--- src/rtl/spim_pkg.sv ---
package spim_pkg;
  timeunit 1ns; timeprecision 100ps;

  localparam logic [7:0] ADDR_RST  = 8'h40;
  localparam logic [7:0] ADDR_CTRL = 8'h60;
  localparam logic [7:0] ADDR_STAT = 8'h64;
  localparam logic [7:0] ADDR_TXD  = 8'h68;
  localparam logic [7:0] ADDR_RXD  = 8'h6C;
  localparam logic [7:0] ADDR_SSEL = 8'h70;

  localparam logic [31:0] SOFT_RST_KEY = 32'h0000_000A;

  localparam int C_LOOP  = 0;
  localparam int C_EN    = 1;
  localparam int C_MST   = 2;
  localparam int C_CPOL  = 3;
  localparam int C_CPHA  = 4;
  localparam int C_TXCLR = 5;
  localparam int C_RXCLR = 6;
  localparam int C_MANSS = 7;
  localparam int C_INH   = 8;
  localparam int C_LSB   = 9;
  localparam int CTRL_W  = 10;

  localparam logic [CTRL_W-1:0] CTRL_RST   = 10'h100;
  localparam logic [CTRL_W-1:0] CTRL_WMASK = 10'h39F;  // clear bits never stored

  typedef struct packed {
    logic lsb;
    logic cpha;
    logic cpol;
    logic loop;
  } spim_mode_t;
endpackage

--- src/rtl/spim_fifo.sv ---
module spim_fifo #(
  parameter int W     = 8,
  parameter int DEPTH = 4
) (
  input  logic         clk_i,
  input  logic         rst_ni,
  input  logic         clr_i,
  input  logic         push_i,
  input  logic [W-1:0] wdata_i,
  input  logic         pop_i,
  output logic [W-1:0] rdata_o,
  output logic         empty_o,
  output logic         full_o,
  output logic         drop_o
);
  timeunit 1ns; timeprecision 100ps;

  localparam int AW = (DEPTH > 1) ? $clog2(DEPTH) : 1;
  localparam int CW = $clog2(DEPTH + 1);
  localparam logic [AW-1:0] LAST = AW'(DEPTH - 1);

  logic [W-1:0]  mem [DEPTH];
  logic [AW-1:0] wptr, rptr;
  logic [CW-1:0] cnt;
  logic          acc, take;

  assign empty_o = (cnt == '0);
  assign full_o  = (cnt == CW'(DEPTH));
  assign acc     = push_i && !full_o;
  assign take    = pop_i && !empty_o;
  assign drop_o  = push_i && full_o;
  assign rdata_o = mem[rptr];

  always_ff @(posedge clk_i) begin
    if (acc) mem[wptr] <= wdata_i;
  end

  always_ff @(posedge clk_i or negedge rst_ni) begin
    if (!rst_ni) begin
      wptr <= '0;
      rptr <= '0;
      cnt  <= '0;
    end else if (clr_i) begin
      wptr <= '0;
      rptr <= '0;
      cnt  <= '0;
    end else begin
      if (acc)  wptr <= (wptr == LAST) ? '0 : wptr + 1'b1;
      if (take) rptr <= (rptr == LAST) ? '0 : rptr + 1'b1;
      cnt <= cnt + CW'(acc) - CW'(take);
    end
  end

  assert_drop_when_full_R2: assert property (@(posedge clk_i) disable iff (!rst_ni || clr_i)
    push_i && full_o && !pop_i |=> full_o && $stable(cnt));

  assert_no_underflow_R4: assert property (@(posedge clk_i) disable iff (!rst_ni)
    pop_i |-> !empty_o);
endmodule

--- src/rtl/spim_shift.sv ---
module spim_shift
  import spim_pkg::*;
#(
  parameter int W       = 8,
  parameter int CLK_DIV = 2
) (
  input  logic         clk_i,
  input  logic         rst_ni,
  input  logic         clr_i,
  input  logic         go_i,
  input  spim_mode_t   mode_i,
  input  logic [W-1:0] tx_word_i,
  output logic         tx_pop_o,
  output logic         rx_push_o,
  output logic [W-1:0] rx_word_o,
  output logic         busy_o,
  output logic         sclk_o,
  output logic         mosi_o,
  input  logic         miso_i
);
  timeunit 1ns; timeprecision 100ps;

  localparam int HW = (CLK_DIV > 1) ? $clog2(CLK_DIV) : 1;
  localparam int EW = $clog2(2 * W);
  localparam logic [HW-1:0] HLAST = HW'(CLK_DIV - 1);
  localparam logic [EW-1:0] ELAST = EW'(2 * W - 1);

  logic          busy_q, sclk_q;
  logic [HW-1:0] hcnt;
  logic [EW-1:0] ecnt;
  logic [W-1:0]  tx_sr, rx_sr, rx_nxt, tx_shf;
  logic          tick, last, lead, samp, chg, rx_bit, ld;

  assign tick = busy_q && (hcnt == HLAST);
  assign last = tick && (ecnt == ELAST);
  assign lead = ~ecnt[0];
  assign samp = tick && (lead != mode_i.cpha);
  // with CPHA set the first bit is already on MOSI before the first edge
  assign chg  = tick && (lead == mode_i.cpha) && !(mode_i.cpha && ecnt == '0);
  assign ld   = go_i && (!busy_q || last);

  assign mosi_o = mode_i.lsb ? tx_sr[0] : tx_sr[W-1];
  assign rx_bit = mode_i.loop ? mosi_o : miso_i;
  assign tx_shf = mode_i.lsb ? {1'b0, tx_sr[W-1:1]} : {tx_sr[W-2:0], 1'b0};

  always_comb begin
    rx_nxt = rx_sr;
    if (samp) rx_nxt = mode_i.lsb ? {rx_bit, rx_sr[W-1:1]} : {rx_sr[W-2:0], rx_bit};
  end

  assign tx_pop_o  = ld;
  assign rx_push_o = last;
  assign rx_word_o = rx_nxt;
  assign busy_o    = busy_q;
  assign sclk_o    = busy_q ? sclk_q : mode_i.cpol;

  always_ff @(posedge clk_i or negedge rst_ni) begin
    if (!rst_ni) begin
      busy_q <= 1'b0;
      sclk_q <= 1'b0;
      hcnt   <= '0;
      ecnt   <= '0;
      tx_sr  <= '0;
      rx_sr  <= '0;
    end else if (clr_i) begin
      busy_q <= 1'b0;
      sclk_q <= 1'b0;
      hcnt   <= '0;
      ecnt   <= '0;
      tx_sr  <= '0;
      rx_sr  <= '0;
    end else begin
      rx_sr <= rx_nxt;
      if (ld) begin
        busy_q <= 1'b1;
        tx_sr  <= tx_word_i;
        hcnt   <= '0;
        ecnt   <= '0;
        sclk_q <= mode_i.cpol;
      end else begin
        if (last)   busy_q <= 1'b0;
        if (busy_q) hcnt   <= tick ? '0 : hcnt + 1'b1;
        if (tick) begin
          sclk_q <= ~sclk_q;
          ecnt   <= ecnt + 1'b1;
        end
        if (chg) tx_sr <= tx_shf;
      end
    end
  end

  assert_hold_off_R3: assert property (@(posedge clk_i) disable iff (!rst_ni || clr_i)
    !go_i && !busy_q |=> !busy_q);

  assert_word_start_idle_R6: assert property (@(posedge clk_i) disable iff (!rst_ni)
    busy_q && !$past(busy_q) |-> sclk_o == $past(mode_i.cpol));
endmodule

--- src/rtl/spim_ctrl.sv ---
module spim_ctrl
  import spim_pkg::*;
#(
  parameter int DATA_W     = 8,
  parameter int FIFO_DEPTH = 4,
  parameter int NUM_SS     = 4,
  parameter int CLK_DIV    = 2
) (
  input  logic              clk_i,
  input  logic              rst_ni,
  input  logic              reg_en_i,
  input  logic              reg_we_i,
  input  logic [7:0]        reg_addr_i,
  input  logic [31:0]       reg_wdata_i,
  output logic [31:0]       reg_rdata_o,
  output logic              sclk_o,
  output logic              mosi_o,
  input  logic              miso_i,
  output logic [NUM_SS-1:0] ss_o,
  output logic              rx_ovr_o
);
  timeunit 1ns; timeprecision 100ps;

  logic              wr, rd, soft_rst, ctrl_wr, ss_wr;
  logic              tx_clr, rx_clr, tx_push, rx_pop;
  logic [CTRL_W-1:0] ctrl_q;
  logic [NUM_SS-1:0] ss_q;
  logic [DATA_W-1:0] tx_word, rx_in, rx_word;
  logic              tx_empty, tx_full, tx_drop, tx_pop;
  logic              rx_empty, rx_full, rx_push;
  logic              busy, go;
  spim_mode_t        mode;

  assign wr       = reg_en_i && reg_we_i;
  assign rd       = reg_en_i && !reg_we_i;
  assign soft_rst = wr && (reg_addr_i == ADDR_RST) && (reg_wdata_i == SOFT_RST_KEY);
  assign ctrl_wr  = wr && (reg_addr_i == ADDR_CTRL);
  assign ss_wr    = wr && (reg_addr_i == ADDR_SSEL);
  assign tx_push  = wr && (reg_addr_i == ADDR_TXD);
  assign rx_pop   = rd && (reg_addr_i == ADDR_RXD) && !rx_empty;
  assign tx_clr   = soft_rst || (ctrl_wr && reg_wdata_i[C_TXCLR]);
  assign rx_clr   = soft_rst || (ctrl_wr && reg_wdata_i[C_RXCLR]);

  always_ff @(posedge clk_i or negedge rst_ni) begin
    if (!rst_ni) begin
      ctrl_q <= CTRL_RST;
      ss_q   <= '1;
    end else if (soft_rst) begin
      ctrl_q <= CTRL_RST;
      ss_q   <= '1;
    end else begin
      if (ctrl_wr) ctrl_q <= reg_wdata_i[CTRL_W-1:0] & CTRL_WMASK;
      if (ss_wr)   ss_q   <= reg_wdata_i[NUM_SS-1:0];
    end
  end

  always_comb begin
    mode.lsb  = ctrl_q[C_LSB];
    mode.cpha = ctrl_q[C_CPHA];
    mode.cpol = ctrl_q[C_CPOL];
    mode.loop = ctrl_q[C_LOOP];
  end

  assign go = ctrl_q[C_EN] && ctrl_q[C_MST] && !ctrl_q[C_INH] && !tx_empty;

  spim_fifo #(.W(DATA_W), .DEPTH(FIFO_DEPTH)) u_txq (
    .clk_i, .rst_ni, .clr_i(tx_clr),
    .push_i(tx_push), .wdata_i(reg_wdata_i[DATA_W-1:0]),
    .pop_i(tx_pop), .rdata_o(tx_word),
    .empty_o(tx_empty), .full_o(tx_full), .drop_o(tx_drop)
  );

  spim_fifo #(.W(DATA_W), .DEPTH(FIFO_DEPTH)) u_rxq (
    .clk_i, .rst_ni, .clr_i(rx_clr),
    .push_i(rx_push), .wdata_i(rx_in),
    .pop_i(rx_pop), .rdata_o(rx_word),
    .empty_o(rx_empty), .full_o(rx_full), .drop_o(rx_ovr_o)
  );

  spim_shift #(.W(DATA_W), .CLK_DIV(CLK_DIV)) u_shf (
    .clk_i, .rst_ni, .clr_i(soft_rst),
    .go_i(go), .mode_i(mode),
    .tx_word_i(tx_word), .tx_pop_o(tx_pop),
    .rx_push_o(rx_push), .rx_word_o(rx_in),
    .busy_o(busy), .sclk_o, .mosi_o, .miso_i
  );

  assign ss_o = (ctrl_q[C_MANSS] || busy) ? ss_q : '1;

  always_comb begin
    unique case (reg_addr_i)
      ADDR_CTRL: reg_rdata_o = 32'(ctrl_q);
      ADDR_STAT: reg_rdata_o = {27'b0, 1'b0, tx_full, tx_empty, rx_full, rx_empty};
      ADDR_RXD:  reg_rdata_o = 32'(rx_word);
      ADDR_SSEL: reg_rdata_o = 32'(ss_q);
      default:   reg_rdata_o = '0;
    endcase
  end

  assert_tx_drop_keeps_full_R2: assert property (@(posedge clk_i) disable iff (!rst_ni)
    tx_drop && !tx_pop && !tx_clr |=> tx_full);

  assert_manual_ss_R9: assert property (@(posedge clk_i) disable iff (!rst_ni)
    ctrl_q[C_MANSS] && ss_wr |=> ss_o == $past(reg_wdata_i[NUM_SS-1:0]));

  assert_soft_rst_R10: assert property (@(posedge clk_i) disable iff (!rst_ni)
    soft_rst |=> (ss_o == '1) && (reg_addr_i != ADDR_CTRL || reg_rdata_o == 32'(CTRL_RST)));

  assert_ovr_only_full_R11: assert property (@(posedge clk_i) disable iff (!rst_ni)
    rx_ovr_o |-> rx_full);
endmodule

--- config.mk ---
export PLATFORM = sky130hd
export DESIGN_NAME = spim_ctrl
export DESIGN_NICKNAME = d
export VERILOG_FILES = /design/src/rtl/spim_pkg.sv /design/src/rtl/spim_fifo.sv /design/src/rtl/spim_shift.sv /design/src/rtl/spim_ctrl.sv
export SDC_FILE = /design/constraint.sdc
export NUM_CORES = 1
export LEC_CHECK = 0
export ABC_CLOCK_PERIOD_IN_PS = 2900
export BUFFER_PORTS_ARGS = -buffer_cell sky130_fd_sc_hd__buf_2
export CAP_MARGIN = 10
export CORE_ASPECT_RATIO = 1.75
export CORE_MARGIN = 2
export CORE_UTILIZATION = 40
export DETAILED_ROUTE_END_ITERATION = 10
export PLACE_DENSITY = 0.59
export SLEW_MARGIN = 30
export SYNTH_ARGS = -nofsm -noshare
export SYNTH_HDL_FRONTEND = slang
export SYNTH_SLANG_ARGS = --single-unit
--- constraint.sdc ---
create_clock -name clk_i -period 2.9 [get_ports clk_i]
set_input_delay 0.29 -clock clk_i [delete_from_list [all_inputs] [get_ports clk_i]]
set_output_delay 0.29 -clock clk_i [all_outputs]
set_load 0.01 [all_outputs]
==> results of run 1 <==
## worst max path at each step
stage / slack, ns / end / cells past startpoint
2_1_floorplan: 0.14 / u_txq.cnt[2] / 12
3_3_place_gp: 0.24 / u_txq.cnt[2] / 11
3_5_place_dp: 0.17 / u_txq.cnt[2] / 11
4_1_cts: 0.15 / u_txq.cnt[2] / 11
5_1_grt: 0.06 / u_txq.cnt[2] / 11
6_report: 0.23 / u_txq.cnt[2] / 11
## area by class of cell
| cell class | count | area share, % |
|---|---|---|
| Tap cell | 177 | 3.34 |
| Inverter | 19 | 1.08 |
| Multi-Input combinational cell | 288 | 33.3 |
| Clock buffer | 17 | 6.42 |
| Sequential cell | 113 | 47.6 |
| Timing Repair Buffer | 76 | 6.54 |
| Clock inverter | 15 | 1.68 |
## through the flow
step	hold slack, ns	std cells	worst slack, ns	power [mW]
6_report	0.165	705	0.229	3.78
5_1_grt	0.153	705	0.0606	3.90
4_1_cts	0.149	705	0.146	3.81
3_5_place_dp	0.376	672	0.172	1.94
3_3_place_gp	0.372	672	0.237	1.94
2_1_floorplan	-0.00559	459	0.139	1.87
## sequential cells by signal, indices dropped and copies added, names as in the netlist
register      cells
u_txq.wptr        2
u_rxq.mem        32
u_shf.hcnt        1
u_txq.mem        32
u_shf.rx_sr       8
u_txq.cnt         3
ss_q              4
u_shf.ecnt        4
u_rxq.wptr        2
u_rxq.cnt         3
u_shf.tx_sr       8
u_shf.busy_o      1
ctrl_q            8
u_txq.rptr        2
u_shf.sclk_q      1
u_rxq.rptr        2
## critical path: cells and delay by family, from the launching register on
kind | cells | cell delay [ns]
compound gates | 1 | 0.42
xor+xnor | 2 | 0.32
fa+ha+maj | 4 | 1.01
buf+inv | 2 | 0.11
flops | 1 | 0.42
simple gates | 2 | 0.26
## cell usage after synthesis (2+ instances only)
cell type | number | area share (%)
a211oi_1 | 2 | 0.27
nor2b_1 | 17 | 1.9
a211o_1 | 4 | 0.63
nor4_1 | 7 | 0.78
nand4_1 | 6 | 0.67
nand3_1 | 3 | 0.27
nor4b_4 | 2 | 0.85
o22ai_1 | 5 | 0.56
and2_1 | 11 | 1.2
edfxtp_1 | 64 | 34
buf_4 | 23 | 3.1
o21ai_0 | 9 | 0.81
dfrtp_1 | 44 | 20
dfstp_2 | 5 | 2.4
clkbuf_1 | 8 | 0.54
nor3b_1 | 2 | 0.27
mux2i_1 | 30 | 5.4
ha_1 | 16 | 3.6
and3_1 | 2 | 0.22
nor3_1 | 6 | 0.54
mux4_2 | 16 | 6.5
or2_2 | 5 | 0.56
nor2_1 | 45 | 3.0
inv_1 | 19 | 1.3
nand2b_1 | 2 | 0.22
fa_1 | 2 | 0.72
buf_2 | 6 | 0.54
xnor2_1 | 4 | 0.63
xor2_1 | 5 | 0.78
a21oi_1 | 26 | 2.3
a22o_1 | 9 | 1.4
nand2_1 | 17 | 1.1
## cell families after synthesis
family / after synthesis / synth area share [%]
and+or+nand+nor: 131 / 13.0
DFF: 113 / 56.5
AOI/OAI and AO/OA: 61 / 6.95
buffers and inverters: 58 / 5.74
muxes: 47 / 12.0
adders and majority gates: 18 / 4.30
xor gates and xnor gates: 9 / 1.41
other: 1 / 0.0672
## metal layers
layer	wire length, um	track usage [%]
met1	5000	20.5
met2	7080	32.7
met3	488	3.99
met4	323	8.82
met5	0	0
## what timing repair did
| item | CTS | global route |
|---|---|---|
| resized for setup | 0 | 2 |
| endpoints found under the setup margin | 0 | 1 |
| buffers inserted | 0 | 0 |
| endpoints found under the hold margin | 24 | 0 |
| hold buffers | 1 | 0 |
## power groups by stage
stage / Combinational [mW] / Sequential (mW) / Clock, mW
after floorplan: 0.116 / 1.76 / 0
after global routing: 0.192 / 1.74 / 1.96
after global placement: 0.165 / 1.77 / 0
final: 0.173 / 1.74 / 1.86
after CTS: 0.173 / 1.74 / 1.90
after detailed placement: 0.171 / 1.77 / 0
## placed cells by master, fill, tap and decap left out, types with 3 or more instances in the layout
| master | synthesis | final |
|---|---|---|
| nand4_1 | 6 | 6 |
| ha_1 | 16 | 16 |
| nor3_1 | 6 | 6 |
| nor2_1 | 45 | 45 |
| mux2i_1 | 30 | 30 |
| a211o_1 | 4 | 4 |
| dfrtp_1 | 44 | 43 |
| a21oi_1 | 26 | 26 |
| inv_1 | 19 | 19 |
| clkinv_4 | 0 | 4 |
| or2_2 | 5 | 5 |
| mux4_2 | 16 | 16 |
| o21ai_0 | 9 | 9 |
| clkinv_2 | 0 | 3 |
| edfxtp_1 | 64 | 64 |
| dfstp_2 | 5 | 5 |
| clkinvlp_4 | 0 | 3 |
| inv_6 | 0 | 4 |
| clkbuf_16 | 0 | 17 |
| a22o_1 | 9 | 9 |
| nand3_1 | 3 | 3 |
| nand2_1 | 17 | 17 |
| conb_1 | 1 | 22 |
| buf_2 | 6 | 61 |
| buf_4 | 23 | 13 |
| and2_1 | 11 | 11 |
| nor2b_1 | 17 | 17 |
| o22ai_1 | 5 | 5 |
| xor2_1 | 5 | 5 |
| nor4_1 | 7 | 7 |
| xnor2_1 | 4 | 4 |
==> flow_summary.yaml, run 1 <==
place:
  placed_area_sq_um: 6060
  portBuffers: 61
  post-dp-hpwl_mm: 9.73
  globalplace.congestion: 0.806
routing:
  postRouteAntennaNets: 0
  drc_errors: 0
  drt-total-wl_mm: 12.9
  drtIter0Drc: 150
  vias: 3613
  firstDrtPassIters: 4
  wl_per_cell_um: 18.3
  via_per_inst: 5.12
floorplanning:
  rows: 57
  initial_core_util_pct: 40.6
  die_w_um: 93.3
  die_h_um: 160
  die-area_sq_um: 15000
  io_pins: 84
  core_sq_um: 13800
min_path:
  min-delay-start: "reg_wdata_i[9]"
  whs_endpoint: "ctrl_q[9]"
  hold_path.class: "in -> reg"
  hold_depth: 2
logic_synthesis:
  syn_area_sq_um: 5580
  yosysWarnings: 0
  synth-seq-cells: 113
  avgSynthCellArea_sq_um: 12.7
  synth_edf_count: 64
  syn-instance-count: 438
  ys_seq_area_share_pct: 56.5
  async_flop_share_pct: 43.4
  synth.distinct_cells: 48
  synth_ff_type: "edfxtp_1"
global_routing:
  track_usage_pct: 18.4
  antenna_found_initial: 0
  overflow: 0
  grt_pass1_vias: 3844
  grt_max_degree: 30
  grt_pass1_wl_mm: 20.5
timing:
  relSlewSlack_pct: 52.1
  fmaxAchievable_ghz: 0.374
  grt_setup_unrepaired: "false"
  tightest_slew_ns: 0.719
  fin_setup_tns_ns: 0
  fin_crit_sh_pct: 92.1
  finClkSkew_ns: 0.0117
  final_max_slew_viol_count: 0
  finalCriticalPeriod_ns: 2.67
  setup_viol_count_final: 0
  finalHoldViolCount: 0
layout:
  final_area_sq_um: 6620
  syn_to_final_growth_pct: 18.6
  multi_input_area_sq_um: 2210
  num_antenna_cells: 0
  final_util_pct: 48.1
  final_layout_size_suffix_gt1_share_pct: 26.9
  fillers: 1230
  ff_latch_area_sq_um: 3160
  final_nets: 578
critical_path:
  slowest_delay_ns: 0.42
  crit_fanout: 7
  reg2reg_to: "u_txq.cnt[2]"
  crit_type: "reg -> reg"
  crit_start: "u_shf.ecnt[0]"
  crit_required_ns: 3.18
  end_kind: "flop"
  reg2reg_from: "u_shf.ecnt[0]"
  r2r_cells: 11
  startpoint_type: "flop"
  reg2reg_slack_ns: 0.23
  crit_top_cell: "ha_1"
  crit_arrival_ns: 2.95
  crit_path_top_delay_cell: "dfrtp_2"
  path_cells: "ha_1 -> nand4_1 -> a2111oi_4 -> ha_1 -> inv_1 -> ha_1 -> inv_1 -> fa_1 -> xor2_1 -> xnor2_1 -> nor2_1"
clocking:
  cts_tree: "done"
  cts_buffers: 17
  clk_root_buffer_cell: "clkbuf_16"
  clk_pin_slew_worst_paths_ns: 0.05
  clockBufferDepth: 2
  clk_latency_ns: 0.41
  clock-sinks: 113
  h-tree-depth: 4
pwr:
  p_seq_share_pct: 46.1
  clock_power_share_pct: 49.3
  max-vdd-ir-drop_uv: 436
  power_switching_uw: 893
  switching_share_pct: 23.7
  powerDensity_nw_per_um2: 570
  p_comb_share_pct: 4.6
  intPower_mw: 2.88
  p_leak_nw: 2.73
outcome:
  status: "completed"
job:
  cap_violations: 0
(Power assumes the default switching activity.)
==> inputs of run 2 (changes only) <==
Settings changed: CORE_MARGIN 2 to 1.5.
==> run 2 against run 1 <==
Net effect:
- core utilization up 0.46 points
- cell count up 0.28%
- final area up 0.96%
- global-route usage up 0.60 points
- worst hold slack worse by 0.017 ns
- clock skew down 0.0064 ns
- via count up 1.6%
- sequential power about the same
- setup slack worse by 0.039 ns
- flip-flop and latch count unchanged
- register-to-register slack worse by 0.04 ns
- combinational power about the same
- highest routed layer unchanged
==> flow_summary.yaml, run 2 (synthesis results as in run 1) <==
critical_path:
  crit_type: "reg -> reg"
  crit_fanout: 4
  crit_path_top_delay_cell: "a2111oi_2"
  crit_required_ns: 3.19
  path_cells: "ha_1 -> nand4_1 -> a2111oi_2 -> ha_1 -> inv_1 -> ha_1 -> inv_1 -> fa_1 -> xor2_1 -> xnor2_1 -> nor2_1"
  end_kind: "flop"
  slowest_delay_ns: 0.48
  crit_top_cell: "ha_1"
  reg2reg_slack_ns: 0.19
  startpoint_type: "flop"
  crit_arrival_ns: 3.00
clocking:
  clk_latency_ns: 0.41
  cts_resized: 0
  clk_root_buffer_cell: "clkbuf_16"
  h-tree-depth: 4
  cts_buffers: 17
  clock-sinks: 113
  clk_pin_slew_worst_paths_ns: 0.06
  cts_tree: "done"
  clockBufferDepth: 2
pwr:
  max-vdd-ir-drop_uv: 758
  switching_share_pct: 23.5
  p_seq_share_pct: 43.2
  p_leak_nw: 2.78
  p_comb_share_pct: 4.3
  intPower_mw: 3.08
  clock_power_share_pct: 52.5
  power_switching_uw: 946
  powerDensity_nw_per_um2: 602
timing:
  fmaxAchievable_ghz: 0.369
  final_max_slew_viol_count: 0
  relSlewSlack_pct: 50.5
  setup_viol_count_final: 0
  tightest_slew_ns: 0.738
  finalWorstSetupSlack_ns: 0.190
  grt_setup_unrepaired: "false"
  finClkSkew_ns: 0.00531
  fin_crit_sh_pct: 93.5
  finalHoldViolCount: 0
  fin_setup_tns_ns: 0
  finalCriticalPeriod_ns: 2.71
layout:
  final_cells: 707
  final_nets: 580
  final_layout_size_suffix_gt1_share_pct: 27.2
  fillers: 1232
  final_util_pct: 48.6
  final_common_cell: "edfxtp_1"
  largestRegisters: "u_rxq.mem: 32 flops, u_txq.mem: 32 flops"
  final_cell_mix: "64 x edfxtp_1, 61 x buf_2, 45 x nor2_1"
  syn_to_final_growth_pct: 19.8
  num_antenna_cells: 0
place:
  dp_slack_ns: 0.205
  place_inst: 674
  globalplace.congestion: 0.790
  post-dp-hpwl_mm: 9.72
  portBuffers: 61
routing:
  drt-total-wl_mm: 13.0
  wl_per_cell_um: 18.4
  drtIter0Drc: 152
  vias: 3672
  via_per_inst: 5.19
  drc_errors: 0
  postRouteAntennaNets: 0
  firstDrtPassIters: 4
global_routing:
  antenna_found_initial: 0
  track_usage_pct: 19.0
  overflow: 0
  grt_pass1_wl_mm: 20.7
  grt_max_degree: 27
  grt_pass1_vias: 3861
floorplanning:
  rows: 57
  die-area_sq_um: 14700
  die_w_um: 92.3
  core_sq_um: 13800
  die_h_um: 159
  io_pins: 84
  initial_core_util_pct: 40.6
job:
  cap_violations: 0
min_path:
  hold_path.class: "in -> reg"
outcome:
  status: "completed"
## run 2: cell type report
| cell class | count | area (sq um) | area share, % |
|---|---|---|---|
| tap | 177 | 221 | 3.31 |
| clock inverter | 15 | 174 | 2.60 |
| clock buffer | 17 | 425 | 6.36 |
| multi-input combinational | 288 | 2190 | 32.8 |
| timing repair buffer | 78 | 448 | 6.70 |
| inverter | 19 | 71.3 | 1.07 |
| sequential | 113 | 3150 | 47.2 |
## run 2: layer usage
layer  part of all wire, %  up-vias  GRT usage (%)
li1                      -     1714              -
met1                    39     1835           21.5
met2                    55       97           34.5
met3                   2.8       26           3.44
met4                   2.5        0           7.69
met5                     0        -              0
## run 2: power groups by stage
| stage | Combinational (mW) | Sequential (mW) | Clock, mW |
|---|---|---|---|
| 2_1_floorplan | 0.116 | 1.76 | 0 |
| 3_3_place_gp | 0.169 | 1.77 | 0 |
| 3_5_place_dp | 0.175 | 1.77 | 0 |
| 4_1_cts | 0.177 | 1.74 | 2.14 |
| 5_1_grt | 0.194 | 1.74 | 2.21 |
| 6_report | 0.174 | 1.74 | 2.11 |
## run 2: critical path, delay by kind of cell (launching register included)
kind                     cells  cell delay (ns)
AO/OA/AOI/OAI                1             0.48
XOR/XNOR                     2             0.33
AND/OR/NAND/NOR              2             0.24
adder cells (fa/ha/maj)      4             1.03
flip-flops                   1             0.40
buffers and inverters        2             0.11
## run 2: path summary, 6_finish.rpt
kind                           startpoint             end  cells after the start
max                         u_shf.ecnt[1]    u_txq.cnt[2]                     11
min                        reg_wdata_i[9]       ctrl_q[9]                      2
max reg2reg                 u_shf.ecnt[1]    u_txq.cnt[2]                     11
min reg2reg                     ctrl_q[8]       ctrl_q[8]                      2
max in group asynchronous          rst_ni         ss_q[1]                      3
min in group asynchronous          rst_ni  u_shf.rx_sr[5]                      2
## run 2: stage by stage
stage	hold slack (ns)	power, mW	cell area, sq um
floorplan	-0.00559	1.87	5660
global placement	0.332	1.94	6080
detailed placement	0.327	1.95	6080
CTS	0.139	4.06	6690
global route	0.151	4.14	6690
finish	0.148	4.03	6690
## run 2: repair_timing
| action | in CTS | in global routing |
|---|---|---|
| hold buffers | 1 | 0 |
| endpoints found under the hold margin | 23 | 0 |
| buffers inserted | 0 | 0 |
